$ cat config.mk
export PLATFORM = sky130hd
export DESIGN_NAME = clkgen_cfg_seq
export DESIGN_NICKNAME = d
export VERILOG_FILES = /design/src/rtl/cfg_seq_pkg.sv /design/src/rtl/cfg_rmw_engine.sv /design/src/rtl/cfg_wait_timer.sv /design/src/rtl/cfg_step_ctrl.sv /design/src/rtl/clkgen_cfg_seq.sv
export SDC_FILE = /design/constraint.sdc
export NUM_CORES = 1
export LEC_CHECK = 0
export CORE_ASPECT_RATIO = 0.75
export CORE_MARGIN = 3
export CORE_UTILIZATION = 45
export CTS_CLUSTER_SIZE = 40
export DETAILED_ROUTE_END_ITERATION = 12
export PLACE_DENSITY = 0.66
export SKIP_LAST_GASP = 1
export SLEW_MARGIN = 20
export SYNTH_ARGS = -nofsm -noshare
export SYNTH_HDL_FRONTEND = slang
export SYNTH_SLANG_ARGS = --single-unit
export TNS_END_PERCENT = 50
$ cat constraint.sdc
create_clock -name clk -period 2.6 [get_ports clk]
set_input_delay 0.52 -clock clk [delete_from_list [all_inputs] [get_ports clk]]
set_output_delay 0.52 -clock clk [all_outputs]
set_load 0.02 [all_outputs]
$ cat src/rtl/cfg_seq_pkg.sv
// Package: shared constants and types for the clock generator configuration
// sequencer. Register addresses and bit positions are fixed by the device.
package cfg_seq_pkg;

    localparam int unsigned REG_AW = 8;
    localparam int unsigned REG_DW = 8;

    localparam logic [REG_AW-1:0] REG_OUT_CTRL = 8'd230;
    localparam int unsigned       OUT_OFF_BIT  = 4;
    localparam logic [REG_AW-1:0] REG_UNLOCK   = 8'd241;
    localparam logic [REG_DW-1:0] UNLOCK_VAL   = 8'h65;
    localparam logic [REG_AW-1:0] REG_SOFT_RST = 8'd246;
    localparam int unsigned       SOFT_RST_BIT = 1;
    localparam logic [REG_AW-1:0] REG_DIV_RST  = 8'd226;
    localparam int unsigned       DIV_RST_BIT  = 2;

    // One register update: address, new value, bits that may change.
    typedef struct packed {
        logic [REG_AW-1:0] addr;
        logic [REG_DW-1:0] val;
        logic [REG_DW-1:0] mask;
    } reg_op_t;

    // Sequence steps in execution order.
    typedef enum logic [3:0] {
        ST_IDLE,
        ST_OUT_OFF,
        ST_UNLOCK,
        ST_LOAD,
        ST_SOFT_RST,
        ST_DIV_SET,
        ST_DIV_WAIT,
        ST_DIV_CLR,
        ST_OUT_ON
    } step_e;

    // Access engine phases.
    typedef enum logic [1:0] {
        EN_IDLE,
        EN_READ,
        EN_WRITE
    } eng_e;

endpackage

$ cat src/rtl/cfg_rmw_engine.sv
// Module: cfg_rmw_engine
// Performs one masked register update over the request/acknowledge access
// port. Reads first and merges unless the mask is all ones.
// Assumes: op_start_i arrives only when the engine is idle; the access port
// acknowledges each request with a one-cycle acc_ack_i.
module cfg_rmw_engine
    import cfg_seq_pkg::*;
(
    input  logic              clk,
    input  logic              rst_n,
    input  logic              op_start_i,
    input  reg_op_t           op_i,
    output logic              op_done_o,
    output logic              op_err_o,
    output logic              acc_req_o,
    output logic              acc_we_o,
    output logic [REG_AW-1:0] acc_addr_o,
    output logic [REG_DW-1:0] acc_wdata_o,
    input  logic              acc_ack_i,
    input  logic [REG_DW-1:0] acc_rdata_i,
    input  logic              acc_err_i
);

    eng_e              phase_q;
    reg_op_t           op_q;
    logic [REG_DW-1:0] wdata_q;
    logic              done_q;
    logic              err_q;

    // Phase sequencing, operand capture, merge and completion pulse.
    always_ff @(posedge clk) begin
        if (!rst_n) begin
            phase_q <= EN_IDLE;
            op_q    <= '0;
            wdata_q <= '0;
            done_q  <= 1'b0;
            err_q   <= 1'b0;
        end else begin
            done_q <= 1'b0;
            err_q  <= 1'b0;
            case (phase_q)
                EN_IDLE: begin
                    if (op_start_i) begin
                        op_q <= op_i;
                        if (&op_i.mask) begin
                            wdata_q <= op_i.val;
                            phase_q <= EN_WRITE;
                        end else begin
                            phase_q <= EN_READ;
                        end
                    end
                end
                EN_READ: begin
                    if (acc_ack_i) begin
                        if (acc_err_i) begin
                            done_q  <= 1'b1;
                            err_q   <= 1'b1;
                            phase_q <= EN_IDLE;
                        end else begin
                            wdata_q <= (acc_rdata_i & ~op_q.mask) |
                                       (op_q.val & op_q.mask);
                            phase_q <= EN_WRITE;
                        end
                    end
                end
                EN_WRITE: begin
                    if (acc_ack_i) begin
                        done_q  <= 1'b1;
                        err_q   <= acc_err_i;
                        phase_q <= EN_IDLE;
                    end
                end
                default: phase_q <= EN_IDLE;
            endcase
        end
    end

    assign acc_req_o   = (phase_q != EN_IDLE);
    assign acc_we_o    = (phase_q == EN_WRITE);
    assign acc_addr_o  = op_q.addr;
    assign acc_wdata_o = wdata_q;
    assign op_done_o   = done_q;
    assign op_err_o    = err_q;

endmodule

$ cat src/rtl/cfg_wait_timer.sv
// Module: cfg_wait_timer
// One-shot delay: a load pulse starts a count of WAIT_CYC cycles, after
// which expire_o pulses for one cycle.
// Assumes: WAIT_CYC >= 1; load_i is not repeated while counting.
module cfg_wait_timer #(
    parameter int unsigned WAIT_CYC = 1000
) (
    input  logic clk,
    input  logic rst_n,
    input  logic load_i,
    output logic expire_o
);

    localparam int unsigned CNT_W = $clog2(WAIT_CYC + 1);

    logic [CNT_W-1:0] cnt_q;
    logic             run_q;
    logic             exp_q;

    // Count down from the load and flag the final cycle.
    always_ff @(posedge clk) begin
        if (!rst_n) begin
            cnt_q <= '0;
            run_q <= 1'b0;
            exp_q <= 1'b0;
        end else begin
            exp_q <= 1'b0;
            if (load_i) begin
                cnt_q <= CNT_W'(WAIT_CYC);
                run_q <= 1'b1;
            end else if (run_q) begin
                if (cnt_q == CNT_W'(1)) begin
                    run_q <= 1'b0;
                    exp_q <= 1'b1;
                end else begin
                    cnt_q <= cnt_q - 1'b1;
                end
            end
        end
    end

    assign expire_o = exp_q;

endmodule

$ cat src/rtl/cfg_step_ctrl.sv
// Module: cfg_step_ctrl
// Walks the bring-up order: outputs off, unlock, image load, soft reset,
// optional timed divider reset, outputs on. Issues one update at a time to
// the access engine and diverts to the outputs-on step on any error.
// Assumes: IMG_LEN >= 1; the image port answers combinationally.
module cfg_step_ctrl
    import cfg_seq_pkg::*;
#(
    parameter int unsigned IMG_LEN = 16,
    parameter int unsigned IDX_W   = 4
) (
    input  logic              clk,
    input  logic              rst_n,
    input  logic              start_i,
    input  logic              spread_i,
    output logic              busy_o,
    output logic              done_o,
    output logic              err_o,
    output logic [IDX_W-1:0]  img_idx_o,
    input  logic [REG_AW-1:0] img_addr_i,
    input  logic [REG_DW-1:0] img_val_i,
    input  logic [REG_DW-1:0] img_mask_i,
    output logic              op_start_o,
    output reg_op_t           op_o,
    input  logic              op_done_i,
    input  logic              op_err_i,
    output logic              tmr_load_o,
    input  logic              tmr_expire_i
);

    localparam logic [IDX_W-1:0]  LAST_IDX  = IDX_W'(IMG_LEN - 1);
    localparam logic [REG_DW-1:0] OFF_MASK  = REG_DW'(1) << OUT_OFF_BIT;
    localparam logic [REG_DW-1:0] SRST_MASK = REG_DW'(1) << SOFT_RST_BIT;
    localparam logic [REG_DW-1:0] DIV_MASK  = REG_DW'(1) << DIV_RST_BIT;

    step_e            state_q;
    logic             pend_q;
    logic [IDX_W-1:0] idx_q;
    logic             spread_q;
    logic             err_q;
    logic             done_q;
    logic             op_state;

    // Steps that issue a register update (all but idle and the wait).
    assign op_state   = (state_q != ST_IDLE) && (state_q != ST_DIV_WAIT);
    assign op_start_o = op_state && !pend_q;
    assign tmr_load_o = (state_q == ST_DIV_SET) && op_done_i && !op_err_i;

    // Select the update belonging to the current step.
    always_comb begin
        case (state_q)
            ST_OUT_OFF:  op_o = '{addr: REG_OUT_CTRL, val: OFF_MASK,   mask: OFF_MASK};
            ST_UNLOCK:   op_o = '{addr: REG_UNLOCK,   val: UNLOCK_VAL, mask: '1};
            ST_LOAD:     op_o = '{addr: img_addr_i,   val: img_val_i,  mask: img_mask_i};
            ST_SOFT_RST: op_o = '{addr: REG_SOFT_RST, val: SRST_MASK,  mask: SRST_MASK};
            ST_DIV_SET:  op_o = '{addr: REG_DIV_RST,  val: DIV_MASK,   mask: DIV_MASK};
            ST_DIV_CLR:  op_o = '{addr: REG_DIV_RST,  val: '0,         mask: DIV_MASK};
            ST_OUT_ON:   op_o = '{addr: REG_OUT_CTRL, val: '0,         mask: OFF_MASK};
            default:     op_o = '0;
        endcase
    end

    // Step advance, image index, error capture and done pulse.
    always_ff @(posedge clk) begin
        if (!rst_n) begin
            state_q  <= ST_IDLE;
            pend_q   <= 1'b0;
            idx_q    <= '0;
            spread_q <= 1'b0;
            err_q    <= 1'b0;
            done_q   <= 1'b0;
        end else begin
            done_q <= 1'b0;
            if (op_start_o) begin
                pend_q <= 1'b1;
            end
            case (state_q)
                ST_IDLE: begin
                    if (start_i) begin
                        state_q  <= ST_OUT_OFF;
                        err_q    <= 1'b0;
                        idx_q    <= '0;
                        spread_q <= spread_i;
                        pend_q   <= 1'b0;
                    end
                end
                ST_DIV_WAIT: begin
                    if (tmr_expire_i) begin
                        state_q <= ST_DIV_CLR;
                    end
                end
                default: begin
                    if (op_done_i) begin
                        pend_q <= 1'b0;
                        if (state_q == ST_OUT_ON) begin
                            state_q <= ST_IDLE;
                            done_q  <= 1'b1;
                            if (op_err_i) begin
                                err_q <= 1'b1;
                            end
                        end else if (op_err_i) begin
                            err_q   <= 1'b1;
                            state_q <= ST_OUT_ON;
                        end else begin
                            case (state_q)
                                ST_OUT_OFF: state_q <= ST_UNLOCK;
                                ST_UNLOCK:  state_q <= ST_LOAD;
                                ST_LOAD: begin
                                    if (idx_q == LAST_IDX) begin
                                        state_q <= ST_SOFT_RST;
                                    end else begin
                                        idx_q <= idx_q + 1'b1;
                                    end
                                end
                                ST_SOFT_RST: state_q <= spread_q ? ST_DIV_SET : ST_OUT_ON;
                                ST_DIV_SET:  state_q <= ST_DIV_WAIT;
                                ST_DIV_CLR:  state_q <= ST_OUT_ON;
                                default:     state_q <= ST_IDLE;
                            endcase
                        end
                    end
                end
            endcase
        end
    end

    assign busy_o    = (state_q != ST_IDLE);
    assign done_o    = done_q;
    assign err_o     = err_q;
    assign img_idx_o = idx_q;

endmodule

$ cat src/rtl/clkgen_cfg_seq.sv
// Module: clkgen_cfg_seq (top)
// Reprograms an external clock generator through a register-access port in
// a fixed order, with masked read-modify-write updates and an optional
// one-millisecond divider-reset pulse.
// Assumes: CLK_HZ is the system clock frequency; IMG_LEN >= 1.
module clkgen_cfg_seq #(
    parameter int unsigned CLK_HZ  = 100_000_000,
    parameter int unsigned IMG_LEN = 16,
    parameter int unsigned IDX_W   = (IMG_LEN > 1) ? $clog2(IMG_LEN) : 1
) (
    input  logic             clk,
    input  logic             rst_n,
    input  logic             start_i,
    input  logic             spread_i,
    output logic             busy_o,
    output logic             done_o,
    output logic             err_o,
    output logic [IDX_W-1:0] img_idx_o,
    input  logic [7:0]       img_addr_i,
    input  logic [7:0]       img_val_i,
    input  logic [7:0]       img_mask_i,
    output logic             acc_req_o,
    output logic             acc_we_o,
    output logic [7:0]       acc_addr_o,
    output logic [7:0]       acc_wdata_o,
    input  logic             acc_ack_i,
    input  logic [7:0]       acc_rdata_i,
    input  logic             acc_err_i
);

    import cfg_seq_pkg::*;

    localparam int unsigned WAIT_CYC = (CLK_HZ / 1000 < 1) ? 1 : CLK_HZ / 1000;

    logic    op_start;
    reg_op_t op;
    logic    op_done;
    logic    op_err;
    logic    tmr_load;
    logic    tmr_expire;

    cfg_step_ctrl #(
        .IMG_LEN (IMG_LEN),
        .IDX_W   (IDX_W)
    ) ctrl_i (
        .clk          (clk),
        .rst_n        (rst_n),
        .start_i      (start_i),
        .spread_i     (spread_i),
        .busy_o       (busy_o),
        .done_o       (done_o),
        .err_o        (err_o),
        .img_idx_o    (img_idx_o),
        .img_addr_i   (img_addr_i),
        .img_val_i    (img_val_i),
        .img_mask_i   (img_mask_i),
        .op_start_o   (op_start),
        .op_o         (op),
        .op_done_i    (op_done),
        .op_err_i     (op_err),
        .tmr_load_o   (tmr_load),
        .tmr_expire_i (tmr_expire)
    );

    cfg_rmw_engine eng_i (
        .clk         (clk),
        .rst_n       (rst_n),
        .op_start_i  (op_start),
        .op_i        (op),
        .op_done_o   (op_done),
        .op_err_o    (op_err),
        .acc_req_o   (acc_req_o),
        .acc_we_o    (acc_we_o),
        .acc_addr_o  (acc_addr_o),
        .acc_wdata_o (acc_wdata_o),
        .acc_ack_i   (acc_ack_i),
        .acc_rdata_i (acc_rdata_i),
        .acc_err_i   (acc_err_i)
    );

    cfg_wait_timer #(
        .WAIT_CYC (WAIT_CYC)
    ) tmr_i (
        .clk      (clk),
        .rst_n    (rst_n),
        .load_i   (tmr_load),
        .expire_o (tmr_expire)
    );

endmodule

==> results by group <==
STA
  – Tightest hold margin: 457.0 ps
  – Slew of the pin with the lowest slew margin: between 800 and 900 ps
  – RSZ-0062 raised after global routing: no
  – Final Setup Violations: 0
  – Final Hold Viols: 0
  – Tcrit/Tclk final: 92.88%
  – Slew Limit Fails: 0
  – Crit path time final: 2415 ps
  – Setup WS post-layout: 185.1 ps
  – Fmax: approximately 0.41 GHz
  – Clock skew: ~7.3 ps
  – Sum of negative setup slack: 0 ps
  – Worst slew margin: between 40% and 50%

Yosys
  – Synth top area cells: dfxtp_1, a21oi_1, mux2i_1
  – Synth cell count leaders: dfxtp_1, nand2_1, a21oi_1, nor2_1, clkbuf_1
  – Syn Std Cell Area: around 3800 sq um
  – Compound-Gate Fraction of Synth Area: roughly 23%
  – Yosys reg bits: 67
  – Top-count cell post-synth: dfxtp_1
  – Post-synth EDFFs: 0
  – Ys flop type: dfxtp_1
  – Mux share of post-synthesis cell area: just over 6%
  – Yosys warning count: 0
  – Post-Synth Adder-Cell Area: 1.954%
  – Synth Area in XOR/XNOR: less than 1%
  – Post-Syn Instances: between 400 and 500
  – Yosys top cell area share: between 30% and 40%
  – Synth Area per Inst: just over 8 sq um
  – Sequential share of the synthesized area: between 30% and 40%
  – Simple-Gate Fraction of Synth Area: between 20% and 30%
  – Syn Nets: ~510
  – Largest family of logic cells by synthesized area: simple AND/OR/NAND/NOR gates
  – Synth cell types: 70
  – Post-synth ARST share: 0%
  – Post-synth top area cell: dfxtp_1

Detailed routing
  – Initial DRT Pass Iterations: 5
  – Initial DRC Count: approximately 300
  – ANT nets after route: 0
  – Total wire length: 10,850 um
  – DRC: 0
  – WL per Instance: 17.30 um
  – DR vias: between 3,000 and 4,000
  – Vias per cell: a little under 6

Global route
  – Remaining global-route overflow: 0
  – First-pass GRT wire length: around 18,000 um
  – Antenna violations before repair: 0
  – GRT Total Usage: between 20% and 30%
  – Vias in the first global route: 3,399
  – Largest net degree at the start of global routing: 22

Placed design
  – Routability Congestion: about 0.90
  – Port Buf Inserts: 62
  – Detail Placement HPWL: 7955 um
  – DP Worst Slack: ~200 ps

Clocking
  – Gates resized, CTS repair: 0
  – Sink Count: 67
  – Clock Latency Late Sink: 330 ps
  – Postcts setup bufs: 0
  – CTS Root Cell: clkbuf_16
  – Clock Path Buffers: 2
  – CTS Buf Count: 9
  – Htree depth: 3
  – Cts hold-fix bufs: 0
  – CTS tree: built
  – Clock edge transition at the registers on the reported setup and hold paths: around 50 ps

Die
  – Num rows: 28
  – Width of the chip: 112.7 um
  – Die area: between 9000 and 10,000 sq um
  – Initial Util: 47.46%
  – Num ports: 63
  – Total core area: 8093 sq um
  – Die height: about 86 um

Power
  – P_sw: roughly 1.8 mW
  – Pwr per Cell Area: between 900 and 1000 nW/um^2
  – Pleak: between 1.5 and 2 nW
  – Pint: roughly 2.8 mW
  – Sw Ratio: around 39%
  – Share of power burned in the clock network: between 20% and 30%
  – Flop pwr share: between 20 and 30%
  – Worst IR drop on VDD: about 490 uV
  – Logic pwr share: around 45%

Setup path
  – Critical Path Fanout Max: 16
  – Crit path required time: 2080 ps
  – Critical path class: flip-flop to primary output
  – Worst setup SP type: flip-flop
  – Critical path arrival: approximately 1900 ps
  – Critical Path End Type: primary output

Final layout
  – Final #Nets: 563
  – Share of layout cells above drive strength 1: a little over 10%
  – N_diodes: 0
  – P&R area growth vs syn: 25.41%

Flow run
  – Max Cap Violations: 0

Status
  – Outcome: complete, no violations

Hold path
  – Hold crit path type: flip-flop to flip-flop
==> logic make-up (layout without fill, tap and decap cells) <==
group | after synthesis | count (layout)
AOI/OAI and AO/OA | 132 | 132
xor gates and xnor gates | 1 | 1
adders and majority gates | 6 | 6
buffers and inverters | 55 | 108
DFF | 67 | 67
muxes | 23 | 23
and+or+nand+nor | 185 | 185
==> metrics by stage <==
stage	instance area, sq um	util (%)	cells	total power, mW
2_1_floorplan	3841	-	469	2.794
3_3_place_gp	4534	56.03	613	3.451
3_5_place_dp	4534	56.03	613	3.474
4_1_cts	4817	59.52	627	4.676
5_1_grt	4817	59.52	627	4.961
6_report	4817	59.52	627	4.670
==> state kept, by name, summed over array words and instances, names as in the netlist, 2 cells and up <==
| signal | cells |
|---|---|
| eng_i.acc_addr_o | 8 |
| ctrl_i.img_idx_o | 4 |
| ctrl_i.state_q | 4 |
| eng_i.acc_wdata_o | 8 |
| eng_i.phase_q | 2 |
| eng_i.op_q | 16 |
| tmr_i.cnt_q | 17 |
==> per-layer routing <==
metal	track usage [%]	vias to the layer above	part of all wire, %
met1	33.72	1726	50
met5	0	-	0
met4	6.550	0	1.5
li1	-	1829	-
met2	33.17	144	41
met3	5.501	16	7.1
==> worst max-delay path, cell delays in order, from the launching register on <==
cell             delay (ps)
dfxtp_1                 710
nor4_4                  110
inv_1                   130
clkdlybuf4s50_1         610
==> power groups by stage <==
stage | Combinational, mW | Clock (mW) | Sequential (mW)
3_5_place_dp | 2.07 | 0 | 1.41
6_report | 2.10 | 1.18 | 1.39
5_1_grt | 2.30 | 1.25 | 1.42
3_3_place_gp | 2.05 | 0 | 1.40
2_1_floorplan | 1.47 | 0 | 1.33
4_1_cts | 2.08 | 1.21 | 1.39
==> cells in the final DEF (no fill, tap or decap), types with 4 or more instances in the layout <==
master           count
a21oi_1             43
a22oi_1              4
a311oi_1             4
a31oi_1              5
buf_4               18
clkbuf_16            9
clkdlybuf4s50_1     62
dfxtp_1             67
ha_1                 6
inv_1               13
mux2i_1             20
nand2_1             48
nand2b_1             9
nand3_1             15
nand4_1              4
nor2_1              29
nor2b_1             11
nor3_1              10
nor4_1               9
o211ai_1             5
o21a_1               6
o21ai_0             15
o2bb2ai_1            7
o31ai_1              8
or2_2                4
or3_1                9
or4_1                6
==> path summary, 6_finish.rpt <==
kind,startpoint,end,slack (ps),cells past startpoint
worst max-delay path,ctrl_i.state_q[0],busy_o,190,3
worst min-delay path,eng_i.acc_addr_o[3],eng_i.acc_addr_o[3],460,2
worst max register to register,ctrl_i.state_q[1],tmr_i.cnt_q[8],260,5
worst min register to register,eng_i.acc_addr_o[3],eng_i.acc_addr_o[3],460,2
==> layout make-up <==
class                   instances  area, sq um
clock inverters                 3        40.04
fillers                       739         3276
inverters                      14        52.55
clock buffers                  11        242.7
multi-input cells             347         2253
repair buffers                 80        755.7
well taps                     105        131.4
flip-flops and latches         67         1341
Note: power is estimated with default switching activity, not from simulation.
